### config.mk
export PLATFORM = sky130hd
export DESIGN_NAME = irq_prio_core
export DESIGN_NICKNAME = d
export VERILOG_FILES = /design/src/rtl/irq_prio_pkg.sv /design/src/rtl/circ_scan.sv /design/src/rtl/irq_prio_core.sv
export SDC_FILE = /design/constraint.sdc
export NUM_CORES = 1
export LEC_CHECK = 0
export ABC_AREA = 1
export BUFFER_PORTS_ARGS = -buffer_cell sky130_fd_sc_hd__buf_2
export CORE_UTILIZATION = 55
export DETAILED_ROUTE_END_ITERATION = 10
export PLACE_DENSITY = 0.8
export SYNTH_ARGS = -nofsm -noshare
export SYNTH_HDL_FRONTEND = slang
export SYNTH_SLANG_ARGS = --single-unit
### constraint.sdc
create_clock -name clk -period 13.12 [get_ports clk]
set_clock_uncertainty 0.15 [all_clocks]
set_input_delay 3.936 -clock clk [delete_from_list [all_inputs] [get_ports clk]]
set_output_delay 3.936 -clock clk [all_outputs]
set_load 0.005 [all_outputs]
### src/rtl/irq_prio_pkg.sv
package irq_prio_pkg;
    // Input that carries the downstream controller's cascaded request.
    localparam int unsigned CASCADE_PIN_DEF = 2;
    localparam int unsigned NUM_PINS_DEF    = 8;

    // Command precedence when strobes coincide on the pointer.
    typedef enum logic [1:0] {
        PTR_KEEP = 2'd0,
        PTR_ACK  = 2'd1,
        PTR_EOI  = 2'd2,
        PTR_SET  = 2'd3
    } ptr_src_e;
endpackage

### src/rtl/circ_scan.sv
module circ_scan #(
    parameter int unsigned N = 8,
    localparam int unsigned W = $clog2(N)
) (
    input  logic [N-1:0] cand,
    input  logic [N-1:0] block,
    input  logic [W-1:0] start,
    output logic         hit,
    output logic [W-1:0] idx
);
    // Walk the ring from start; a blocking bit ends the walk with no hit.
    always_comb begin
        logic         stop;
        logic [W-1:0] pos;
        hit  = 1'b0;
        idx  = '0;
        stop = 1'b0;
        for (int i = 0; i < N; i++) begin
            pos = start + W'(i);
            if (!stop) begin
                if (block[pos]) begin
                    stop = 1'b1;
                end else if (cand[pos]) begin
                    hit  = 1'b1;
                    idx  = pos;
                    stop = 1'b1;
                end
            end
        end
    end
endmodule

### src/rtl/irq_prio_core.sv
module irq_prio_core
    import irq_prio_pkg::*;
#(
    parameter int unsigned NUM_PINS    = NUM_PINS_DEF,
    parameter int unsigned CASCADE_PIN = CASCADE_PIN_DEF,
    localparam int unsigned W = $clog2(NUM_PINS)
) (
    input  logic                clk,
    input  logic                rst,
    input  logic [NUM_PINS-1:0] req_in,
    input  logic [NUM_PINS-1:0] mask_in,
    input  logic                aeoi_en,
    input  logic                rotate_en,
    input  logic                smm_en,
    input  logic                sfn_en,
    input  logic                ack_valid,
    input  logic [W-1:0]        ack_pin,
    input  logic                eoi_valid,
    input  logic                eoi_specific,
    input  logic [W-1:0]        eoi_level,
    input  logic                prio_valid,
    input  logic [W-1:0]        prio_level,
    output logic                pend_valid,
    output logic [W-1:0]        pend_pin,
    output logic                isr_valid,
    output logic [W-1:0]        isr_pin,
    output logic [NUM_PINS-1:0] req_out,
    output logic [NUM_PINS-1:0] isr_out
);
    localparam logic [W-1:0] PTR_RESET = W'(NUM_PINS - 1);

    typedef struct packed {
        logic [NUM_PINS-1:0] req;
        logic [NUM_PINS-1:0] isr;
        logic [W-1:0]        lp;
    } state_t;

    state_t st_q, st_d;

    logic [W-1:0]        scan_start;
    logic [NUM_PINS-1:0] pend_block;
    logic [NUM_PINS-1:0] isr_cand;
    logic                eoi_hit;
    logic [W-1:0]        eoi_target;
    ptr_src_e            ptr_src;

    assign scan_start = st_q.lp + W'(1);

    always_comb begin
        pend_block = st_q.isr;
        if (sfn_en)
            pend_block[CASCADE_PIN] = 1'b0;
        if (smm_en)
            pend_block = '0;
        isr_cand = smm_en ? (st_q.isr & ~mask_in) : st_q.isr;
    end

    circ_scan #(.N(NUM_PINS)) u_pend_scan (
        .cand  (st_q.req & ~mask_in),
        .block (pend_block),
        .start (scan_start),
        .hit   (pend_valid),
        .idx   (pend_pin)
    );

    circ_scan #(.N(NUM_PINS)) u_isr_scan (
        .cand  (isr_cand),
        .block ({NUM_PINS{1'b0}}),
        .start (scan_start),
        .hit   (isr_valid),
        .idx   (isr_pin)
    );

    always_comb begin
        eoi_hit    = eoi_valid && (eoi_specific || isr_valid);
        eoi_target = eoi_specific ? eoi_level : isr_pin;

        if (prio_valid)
            ptr_src = PTR_SET;
        else if (eoi_hit && rotate_en)
            ptr_src = PTR_EOI;
        else if (ack_valid && aeoi_en && rotate_en)
            ptr_src = PTR_ACK;
        else
            ptr_src = PTR_KEEP;
    end

    always_comb begin
        st_d     = st_q;
        st_d.req = st_q.req | req_in;
        if (ack_valid) begin
            if (!req_in[ack_pin])
                st_d.req[ack_pin] = 1'b0;
            if (!aeoi_en)
                st_d.isr[ack_pin] = 1'b1;
        end
        if (eoi_hit)
            st_d.isr[eoi_target] = 1'b0;
        unique case (ptr_src)
            PTR_SET:  st_d.lp = prio_level;
            PTR_EOI:  st_d.lp = eoi_target;
            PTR_ACK:  st_d.lp = ack_pin;
            default:  st_d.lp = st_q.lp;
        endcase
        if (rst) begin
            st_d.req = '0;
            st_d.isr = '0;
            st_d.lp  = PTR_RESET;
        end
    end

    always_ff @(posedge clk) begin
        st_q <= st_d;
    end

    assign req_out = st_q.req;
    assign isr_out = st_q.isr;

    AST_REQ_CAPTURE: assert property (@(posedge clk) disable iff (rst)
        !ack_valid |=> ((st_q.req & $past(req_in)) == $past(req_in)));
    AST_PEND_ELIGIBLE: assert property (@(posedge clk) disable iff (rst)
        pend_valid |-> (st_q.req[pend_pin] && !mask_in[pend_pin]));
    AST_SMM_UNBLOCKED: assert property (@(posedge clk) disable iff (rst)
        (smm_en && ((st_q.req & ~mask_in) != '0)) |-> pend_valid);
    AST_ISR_TOP_SET: assert property (@(posedge clk) disable iff (rst)
        isr_valid |-> st_q.isr[isr_pin]);
    AST_SPEC_EOI_CLEARS: assert property (@(posedge clk) disable iff (rst)
        (eoi_valid && eoi_specific && !ack_valid) |=> !st_q.isr[$past(eoi_level)]);
    AST_AEOI_ISR_STABLE: assert property (@(posedge clk) disable iff (rst)
        (ack_valid && aeoi_en && !eoi_valid) |=> $stable(st_q.isr));
endmodule

==> tab_implementation.tex <==
\begin{tabular}{lr}
\hline
Metric & Value \\
\hline
\multicolumn{2}{l}{\textbf{Clock network}} \\
Post-CTS resize count & 0 \\
Root Buffer & clkbuf\_8 \\
Largest buffer count on any clock path & 2 \\
Clock latency of the later-clocked register in the worst-skew pair & 0.25 ns \\
Sink count of the clock tree & 19 \\
Post-CTS setup repair buffer count & 0 \\
Worst-path clk slew & 0.07 ns \\
TritonCTS Buffers & 3 \\
CTS tree & built \\
Hold buffer count at cts & 0 \\
Clock H-tree levels & 1 \\
\multicolumn{2}{l}{\textbf{Critical path}} \\
Worst Setup End Kind & primary output \\
CP arrival & 6.14 ns \\
Nature of the critical path startpoint & primary input \\
Reg-to-reg critical path endpoint & st\_q[0]\$\_SDFFE\_PP1P\_ \\
Critical Path RT & 9.03 ns \\
Launch instance of the worst register-to-register path & st\_q[0]\$\_SDFFE\_PP1P\_ \\
Slack of the worst reg-to-reg path & 8.19 ns \\
Type of the worst setup path & in2out \\
Top fanout value on the critical path & 12 \\
Number of cells on the worst reg-to-reg path & 19 \\
\multicolumn{2}{l}{\textbf{Yosys}} \\
Fraction of synthesis flops using an asynchronous set or reset pin & 0 \\
Dominant combinational cell family by area after synthesis & simple AND/OR/NAND/NOR gates \\
Dominant synthesized flop cell & dfxtp\_1 \\
Total of warnings raised by yosys & 0 \\
Net Count, Synth & 577 \\
Area fraction in compound gates after synthesis & 0.183 \\
Syn avg cell area & 5.41 sq um \\
Count of distinct cell types in the synthesized netlist & 46 \\
EDFF count, synth & 0 \\
Share of synthesized area spent on multiplexers & 0.00689 \\
Post-synthesis instance area & 0.00291 sq mm \\
Number of synthesized register bits & 19 \\
Post-Synth Simple-Gate Area & 0.476 \\
Number of instances in the synthesized netlist & 537 \\
Sequential area share after synthesis & 0.131 \\
Adder-Cell Fraction of Synth Area & 0.0215 \\
Xor/xnor cell area share of the yosys netlist & 0.00861 \\
\multicolumn{2}{l}{\textbf{Min path}} \\
Type of the tightest min-delay check & reg2reg \\
Origin of the worst min-delay path & st\_q[1]\$\_SDFFE\_PP1P\_ \\
Terminating pin of the worst hold path & st\_q[1]\$\_SDFFE\_PP1P\_ \\
Hold path cells & 2 \\
\multicolumn{2}{l}{\textbf{Layout}} \\
Fill cells & 540 \\
Number of nets in the finished design & 611 \\
Filler-free cell count of the finished design & 640 \\
Ratio of cells with drive above 1 in the final layout & 0.156 \\
Number of diodes & 0 \\
P\&R area growth vs syn & 7.79\% \\
\multicolumn{2}{l}{\textbf{Global route}} \\
Total routing usage reported by global routing & 0.304 \\
Wire length of the first global-routing pass & 13300 microns \\
Pin count of the biggest net entering global routing & 33 \\
Antenna violations before repair & 0 \\
Number of global-route vias before repair & 2928 \\
Remaining Overflow, GRT & 0 \\
\multicolumn{2}{l}{\textbf{Timing}} \\
Headroom to the max-slew limit & 0.480 \\
Worst hold slack & 0.389 ns \\
Period minus WS final & 10.22 ns \\
Final setup fails & 0 \\
Number of hold violations in the final report & 0 \\
Part of the cycle the worst path needs & 0.779 \\
Peak clock frequency supported by timing & 0.0978 GHz \\
RSZ-0062 raised after global routing & false \\
Setup TNS Final & 0 ns \\
Worst-Margin Slew & 0.779 ns \\
Final Slew Violations & 0 \\
\multicolumn{2}{l}{\textbf{Pwr}} \\
Worst voltage drop across the vdd grid & 73.5 uV \\
Net Sw Frac & 0.572 \\
Switching Power & 276 uW \\
Fraction of power consumed by sequential logic & 0.137 \\
Total power per unit cell area & 154 mW/mm\^{}2 \\
Cell-internal power & 206 uW \\
Gate power share & 0.779 \\
Clock share of power & 0.084 \\
Leakage power total & 0.00167 uW \\
\multicolumn{2}{l}{\textbf{Floorplan}} \\
IO Pins & 59 \\
Die area & 0.00558 sq mm \\
\# rows & 26 \\
Initial Utilization & 0.569 \\
Core Region & 0.00511 sq mm \\
Die boundary height & 74.7 microns \\
Die extent in x & 74.7 microns \\
\multicolumn{2}{l}{\textbf{Route}} \\
Number of antenna-violating nets in the routed design & 0 \\
Initial DRC Count & 349 \\
Total length of routed wires & 8100 microns \\
DRC viols & 0 \\
Average detailed-routed wire length per instance & 12.7 microns \\
Count of vias placed by the detailed router & 3517 \\
First-pass DRT Iterations & 5 \\
Vias per inst & 5.50 \\
\multicolumn{2}{l}{\textbf{Outcome}} \\
Run status & finished clean \\
\multicolumn{2}{l}{\textbf{Placed design}} \\
Placed instance count & 636 \\
Routability congestion estimate & 0.991 \\
Buffers added on ports & 58 \\
Dpl hpwl & 6550 microns \\
\multicolumn{2}{l}{\textbf{Job}} \\
Maxcap violations & 0 \\
\hline
\end{tabular}
worst max-delay path, cell delays in order:
cell and delay (ns):
buf_2 0.20, inv_1 0.11, nand2_1 0.10, nand2_1 0.06, o21ai_1 0.12, nand2_1 0.06
o21ai_0 0.13, nand2_1 0.11, nand2_1 0.09, nand2_1 0.09, nor2_2 0.13, nand2_2 0.10
nor3_4 0.21, nand3b_2 0.15, nor3_2 0.15, nand2_1 0.09, nand3b_1 0.09, nand2_1 0.05
inv_1 0.05, buf_2 0.10
worst max-delay path by stage:
stage	start	end	cells after the start
after floorplan	smm_en	pend_pin[0]	17
after global placement	smm_en	pend_pin[1]	19
after detailed placement	smm_en	pend_pin[0]	20
after CTS	smm_en	pend_pin[0]	20
after global routing	smm_en	pend_pin[0]	20
final	smm_en	pend_pin[0]	20
synthesized netlist by cell type, types with 2 or more instances:
library cell  number  area share
nand2_1          154        0.20
buf_2              4      0.0069
dfxtp_1           19        0.13
o31ai_1            5       0.013
nor2_1            48       0.062
clkinv_1           2      0.0026
inv_2              5      0.0065
clkbuf_1           6      0.0077
and3_1             2      0.0043
nor4_1             2      0.0043
ha_1               5       0.022
nor3_2             2      0.0069
nand3_2            2      0.0069
nor3_1             6       0.010
mux2i_1            2      0.0069
a21oi_1           26       0.045
nand3_1           60        0.10
o21ai_0           37       0.064
inv_1             71       0.092
nand3b_1           2      0.0052
buf_4             18       0.046
o21ai_1           11       0.019
o22ai_1            3      0.0065
nand2_2            7       0.015
o221ai_1           3      0.0090
o21bai_1           3      0.0077
nor2_2             3      0.0065
buf_6              3       0.012
nand4_1            9       0.019
power by group through the flow:
stage                     Clock, uW  Sequential (uW)  Combinational [uW]
after floorplan                   0             66.6                 289
after global placement            0             67.2                 363
after detailed placement          0             67.4                 368
after CTS                      40.4             66.1                 369
after global routing           43.0             66.7                 422
final                          40.5             66.2                 376
cell type report:
class	count	area (sq um)	share of cell area
Clock buffer	4	45.0	0.0144
Inverter	78	293	0.0935
Multi-Input combinational cell	409	2020	0.645
Sequential cell	19	380	0.121
Tap cell	70	87.6	0.0280
Timing Repair Buffer	60	305	0.0974
per-layer routing:
metal,up-vias,global-route usage,wire [microns]
li1,1806,-,-
met5,-,0,0
met2,146,0.515,3820
met3,17,0.0147,487
met1,1548,0.417,3630
met4,0,0.0985,163
registers in the layout (all words and copies together), names as in the netlist:
| register | cells |
|---|---|
| req_out | 8 |
| isr_out | 8 |
| st_q | 3 |
cell usage in the layout, fill, tap and decap left out, drive strengths merged, types with 4 or more instances in the layout:
master,instances
dfxtp,19
inv,76
o31ai,5
a21oi,26
nor3,9
buf,60
nand4,10
clkbuf,4
nor2,52
ha,5
nand3,62
o21ai,49
nand2,161
logic make-up (layout without fill, tap and decap cells):
group | after synthesis | count (layout)
buf+inv | 109 | 142
xor+xnor | 2 | 2
fa+ha+maj | 5 | 5
flops | 19 | 19
simple gates | 305 | 305
mux | 2 | 2
compound gates | 95 | 95
through the flow:
stage / utilization / cell area, sq um / worst slack (ns) / total power [uW]
floorplan: - / 2910 / 3.42 / 355
global route: 0.613 / 3130 / 2.57 / 532
detailed placement: 0.605 / 3090 / 2.95 / 435
global placement: 0.605 / 3090 / 3.07 / 430
finish: 0.613 / 3130 / 2.90 / 483
CTS: 0.613 / 3130 / 2.95 / 475
Note: power is estimated with default switching activity, not from simulation.
